[config.mk]
export PLATFORM = sky130hd
export DESIGN_NAME = scl_idle_monitor
export DESIGN_NICKNAME = d
export VERILOG_FILES = /design/src/rtl/busmon_pkg.sv /design/src/rtl/busmon_sync.sv /design/src/rtl/busmon_edge.sv /design/src/rtl/busmon_timer.sv /design/src/rtl/scl_idle_monitor.sv
export SDC_FILE = /design/constraint.sdc
export NUM_CORES = 1
export LEC_CHECK = 0
export BUFFER_PORTS_ARGS = -buffer_cell sky130_fd_sc_hd__buf_2
export CORE_MARGIN = 2
export CORE_UTILIZATION = 35
export CTS_BUF_LIST = sky130_fd_sc_hd__clkbuf_8
export CTS_CLUSTER_DIAMETER = 60
export DETAILED_ROUTE_END_ITERATION = 7
export PLACE_DENSITY = 0.59
export SYNTH_ARGS = -nofsm -noshare
export SYNTH_HDL_FRONTEND = slang
export SYNTH_SLANG_ARGS = --single-unit
[constraint.sdc]
create_clock -name clk_i -period 6 [get_ports clk_i]
set_input_delay 0.9 -clock clk_i [delete_from_list [all_inputs] [get_ports clk_i]]
set_output_delay 0.9 -clock clk_i [all_outputs]
set_load 0.005 [all_outputs]
[src/rtl/busmon_pkg.sv]
package busmon_pkg;

    // Bus ownership state reported by the monitor
    typedef enum logic {
        BUS_BUSY = 1'b0,
        BUS_IDLE = 1'b1
    } bus_state_e;

    // Resting level of the clock wire on an idle two-wire bus
    localparam logic SCL_REST_LEVEL = 1'b1;

    // Synchronizer depth used by default
    localparam int DEF_SYNC_STAGES = 2;

    // True when the running count has reached the captured limit
    function automatic logic window_done(input logic [63:0] cnt, input logic [63:0] lim);
        return (cnt == lim);
    endfunction

endpackage

[src/rtl/busmon_sync.sv]
module busmon_sync
    import busmon_pkg::*;
#(
    parameter int STAGES = DEF_SYNC_STAGES
) (
    input  logic clk_i,
    input  logic rst_i,
    input  logic d_i,
    output logic q_o
);

    logic [STAGES-1:0] stage_q;

    generate
        for (genvar i = 0; i < STAGES; i++) begin : g_stage
            if (i == 0) begin : g_first
                always_ff @(posedge clk_i) begin
                    if (rst_i) stage_q[0] <= SCL_REST_LEVEL;
                    else       stage_q[0] <= d_i;
                end
            end else begin : g_next
                always_ff @(posedge clk_i) begin
                    if (rst_i) stage_q[i] <= SCL_REST_LEVEL;
                    else       stage_q[i] <= stage_q[i-1];
                end
            end
        end
    endgenerate

    assign q_o = stage_q[STAGES-1];

endmodule

[src/rtl/busmon_edge.sv]
module busmon_edge
    import busmon_pkg::*;
(
    input  logic clk_i,
    input  logic rst_i,
    input  logic lvl_i,
    output logic edge_o
);

    logic prev_q;

    always_ff @(posedge clk_i) begin
        if (rst_i) prev_q <= SCL_REST_LEVEL;
        else       prev_q <= lvl_i;
    end

    // Either direction of change counts as activity
    assign edge_o = lvl_i ^ prev_q;

endmodule

[src/rtl/busmon_timer.sv]
module busmon_timer
    import busmon_pkg::*;
#(
    parameter int CNT_W = 20
) (
    input  logic             clk_i,
    input  logic             rst_i,
    input  logic             edge_i,
    input  logic [CNT_W-1:0] timeout_i,
    output bus_state_e       state_o,
    output logic             pulse_o
);

    typedef struct packed {
        logic [CNT_W-1:0] cnt;
        logic [CNT_W-1:0] lim;
        bus_state_e       st;
        logic             pulse;
    } tmr_t;

    tmr_t q, nx;
    logic expire;

    assign expire = window_done(64'(q.cnt), 64'(q.lim));

    always_comb begin
        nx       = q;
        nx.pulse = 1'b0;
        if (edge_i) begin
            nx.cnt = '0;
            nx.lim = timeout_i;
            nx.st  = BUS_BUSY;
        end else if (q.st == BUS_BUSY) begin
            if (expire) begin
                nx.st    = BUS_IDLE;
                nx.pulse = 1'b1;
            end else begin
                nx.cnt = q.cnt + 1'b1;
            end
        end
    end

    always_ff @(posedge clk_i) begin
        if (rst_i) begin
            q.cnt   <= '0;
            q.lim   <= timeout_i;
            q.st    <= BUS_BUSY;
            q.pulse <= 1'b0;
        end else begin
            q <= nx;
        end
    end

    assign state_o = q.st;
    assign pulse_o = q.pulse;


    cnt_within_limit_chk: assert property (@(posedge clk_i) disable iff (rst_i)
        (q.st == BUS_BUSY) |-> (q.cnt <= q.lim));


    edge_clears_idle_chk: assert property (@(posedge clk_i) disable iff (rst_i)
        edge_i |=> (q.st == BUS_BUSY));


    edge_no_pulse_chk: assert property (@(posedge clk_i) disable iff (rst_i)
        edge_i |=> !q.pulse);


    idle_hold_chk: assert property (@(posedge clk_i) disable iff (rst_i)
        ((q.st == BUS_IDLE) && !edge_i) |=> (q.st == BUS_IDLE));


    limit_hold_chk: assert property (@(posedge clk_i) disable iff (rst_i)
        !edge_i |=> $stable(q.lim));

endmodule

[src/rtl/scl_idle_monitor.sv]
module scl_idle_monitor
    import busmon_pkg::*;
#(
    parameter int CNT_W       = 20,
    parameter int SYNC_STAGES = DEF_SYNC_STAGES
) (
    input  logic             clk_i,
    input  logic             rst_i,
    input  logic             scl_i,
    input  logic [CNT_W-1:0] timeout_i,
    output logic             bus_idle_o,
    output logic             idle_pulse_o
);

    logic       scl_sync;
    logic       scl_edge;
    bus_state_e bus_st;

    busmon_sync #(.STAGES(SYNC_STAGES)) u_sync (
        .clk_i (clk_i),
        .rst_i (rst_i),
        .d_i   (scl_i),
        .q_o   (scl_sync)
    );

    busmon_edge u_edge (
        .clk_i  (clk_i),
        .rst_i  (rst_i),
        .lvl_i  (scl_sync),
        .edge_o (scl_edge)
    );

    busmon_timer #(.CNT_W(CNT_W)) u_timer (
        .clk_i     (clk_i),
        .rst_i     (rst_i),
        .edge_i    (scl_edge),
        .timeout_i (timeout_i),
        .state_o   (bus_st),
        .pulse_o   (idle_pulse_o)
    );

    assign bus_idle_o = (bus_st == BUS_IDLE);


    pulse_single_chk: assert property (@(posedge clk_i) disable iff (rst_i)
        idle_pulse_o |=> !idle_pulse_o);


    pulse_on_rise_chk: assert property (@(posedge clk_i) disable iff (rst_i)
        $rose(bus_idle_o) |-> idle_pulse_o);


    rise_on_pulse_chk: assert property (@(posedge clk_i) disable iff (rst_i)
        idle_pulse_o |-> $rose(bus_idle_o));

endmodule

==> results_dict.tcl <==
set metrics [dict create \
    worstSetupPathType "primary input to register" \
    power_frac_comb 0.059 \
    grt_pass1_wl_um 6240 \
    cts-resized-gates 0 \
    p_seq_frac 0.557 \
    max_cap_viol_count 0 \
    synthMostInstantiatedCell "xnor2_1" \
    synth_area_per_cell_um2 10.9 \
    netlist_instances 187 \
    hold_buffers 0 \
    antenna_left 0 \
    min_path_type "register to register" \
    cts.path.max_buffers 2 \
    vdd_drop_max_mv 0.144 \
    grt_start_max_net_pins 25 \
    hp-start "u_sync.stage_q[0]$_SDFF_PP1_" \
    synth_area_leaders "edfxtp_1 29%, dfxtp_1 24%, xnor2_1 11%" \
    reg2reg_depth 6 \
    fin_ws_ns 3.83 \
    layout-drive-gt1-share 0.235 \
    syn_nets 211 \
    dieArea_um2 6470 \
    fin_worst_skew_ns 0.00995 \
    path_max_fanout 24 \
    pwr-share-clk 0.384 \
    synth_cell_types 37 \
    boundaryPins 25 \
    fin_nets 240 \
    final-hold-violation-count 0 \
    synth_edf_count 20 \
    r2r-start "u_timer.q[7]$_DFFE_PP_" \
    core_area_um2 5570 \
    htreeDepth 2 \
    synth_warnings 0 \
    status "complete, no violations" \
    slew_viol_final 0 \
    initial_core_util 0.367 \
    drc_errors 0 \
    rsz0062_at_grt "false" \
    synth_top_cell_by_area "edfxtp_1" \
    startpoint_type "primary input" \
    cp-end-kind "register" \
    period_share 0.362 \
    worstSkewPairLatency_ns 0.29 \
    diodes 0 \
    ys.flop_type "dfxtp_1" \
    wl_per_cell_um 12.6 \
    cts_tree "built" \
    tns_ns 0 \
    place.gp.congestion 0.774 \
    postCtsSetupBuffers 0 \
    netlist_top_cells_count "26 x xnor2_1, 25 x dfxtp_1, 21 x nor2_1, 20 x edfxtp_1, 18 x nand2_1" \
    yosysTopAreaCellShare 0.294 \
    rows 27 \
    powerDensity_nw_per_um2 258 \
    fmax_ghz 0.461 \
    drt_iter0_markers 57 \
    drt_wl_total_um 3630 \
    whs_ns 0.422 \
    vias 1394 \
    power.internal_mw 0.487 \
    p_switching_mw 0.124 \
    dp_hpwl_um 2610 \
    relSlewSlack 0.658 \
    worstMarginPinSlew_ns 0.513 \
    critPathArrivalTime_ns 2.41 \
    dieHeight_um 80.4 \
    numPortBuffers 24 \
    pre_cts_slack_ns 3.49 \
    dieWidth_um 80.4 \
    dr.pass1.iters 4 \
    track_usage 0.127 \
    cts_sinks 45 \
    p_sw_frac 0.203 \
    cts_buffers 5 \
    setup_violations 0 \
    p_leak_nw 0.850 \
    syn2layout_area_growth_pct 15.8 \
    clock-root-buffer "clkbuf_8" \
    period_minus_slack_ns 2.17 \
    grt_antenna_before_repair 0 \
    via_per_inst 4.82 \
    min_to "u_sync.q_o$_SDFF_PP1_" \
    holdPathStages 1 \
    grt_pass1_vias 1381 \
    rrSetupSlack_ns 4.06 \
    clkSlewWorstSetupHoldPaths_ns 0.09 \
    overflow 0 \
    synth-async-reset-ratio 0 \
    ys_seq_area_frac 0.539 \
    critPathRequiredTime_ns 6.24 \
    synth_seq_cells 45 \
    r2r-end "u_timer.q[37]$_SDFFE_PP0P_" \
    synthesis.area_um2 2040 \
]
-- per-stage QoR --
stage | util | total power, mW | instance area (um^2) | std cells
2_1_floorplan | - | 0.370 | 2040 | 187
6_report | 0.425 | 0.611 | 2370 | 289
3_5_place_dp | 0.403 | 0.385 | 2250 | 281
5_1_grt | 0.425 | 0.639 | 2370 | 289
3_3_place_gp | 0.403 | 0.384 | 2250 | 281
4_1_cts | 0.425 | 0.619 | 2370 | 289
-- layout by cell type (no fill, tap or decap), types with 2 or more instances in the layout --
cell type   n
buf_2      24
buf_4       2
edfxtp_1   20
nand3_1     8
nor3_1      3
a21oi_2     5
inv_1       3
a211oi_1    4
nand4_1     6
nand2_1    18
or3_1       3
a21oi_1     4
and3_1      4
dfxtp_1    25
or2_2       3
nor2_1     21
a31o_1      6
clkbuf_8    6
xnor2_1    26
mux2i_1     5
nand3_2     2
-- per-layer routing --
layer  vias up  track usage  part of all wire
li1        715            -                 -
met1       645        0.162              0.48
met2        28        0.206              0.46
met3         6       0.0315             0.039
met4         0       0.0542             0.019
met5         -            0                 0
-- kinds of logic (layout without fill, tap and decap cells) --
kind of cell | Yosys count | after routing | share of synthesized area
AND/OR/NAND/NOR | 77 | 77 | 0.197
flip-flops | 45 | 45 | 0.539
XOR/XNOR | 27 | 27 | 0.116
AO/OA/AOI/OAI | 24 | 24 | 0.0998
buffers and inverters | 8 | 38 | 0.0184
multiplexers | 5 | 5 | 0.0245
adder cells (fa/ha/maj) | 1 | 1 | 0.00612
-- sequential cells by signal (all words and copies together), names as in the netlist --
| register | count |
|---|---|
| u_edge.prev_q | 1 |
| u_sync.stage_q | 1 |
| u_timer.pulse_o | 1 |
| u_sync.q_o | 1 |
| u_timer.state_o | 1 |
| u_timer.q | 40 |
-- layout make-up --
| type | instances | area, um^2 |
|---|---|---|
| Clock buffer | 6 | 82.6 |
| Clock inverter | 2 | 37.5 |
| Tap cell | 72 | 90.1 |
| Multi-Input combinational cell | 134 | 906 |
| Timing Repair Buffer | 26 | 135 |
| Fill cell | 539 | 3210 |
| Sequential cell | 45 | 1100 |
| Inverter | 4 | 15.0 |
-- worst max path at each step --
stage / from / to / slack, ns / cells past startpoint
2_1_floorplan: rst_i / u_timer.q[10]$_DFFE_PP_ / 3.71 / 3
3_3_place_gp: rst_i / u_timer.q[29]$_SDFFE_PP0P_ / 3.58 / 7
3_5_place_dp: rst_i / u_timer.q[29]$_SDFFE_PP0P_ / 3.49 / 7
4_1_cts: rst_i / u_timer.q[29]$_SDFFE_PP0P_ / 3.80 / 7
5_1_grt: rst_i / u_timer.q[29]$_SDFFE_PP0P_ / 3.64 / 7
6_report: rst_i / u_timer.q[29]$_SDFFE_PP0P_ / 3.83 / 7
-- worst max-delay path: stages --
cell      delay (ns)
buf_2           0.13
nor2_1          0.11
buf_4           0.21
clkinv_1        0.40
buf_4           0.39
nor2_1          0.11
a31o_1          0.14
-- power groups by stage --
stage / logic (mW) / clock network [mW] / registers, mW
4_1_cts: 0.0369 / 0.242 / 0.341
5_1_grt: 0.0409 / 0.256 / 0.342
2_1_floorplan: 0.0234 / 0 / 0.347
3_3_place_gp: 0.0360 / 0 / 0.348
6_report: 0.0359 / 0.235 / 0.340
3_5_place_dp: 0.0368 / 0 / 0.348
(Power assumes the default switching activity.)
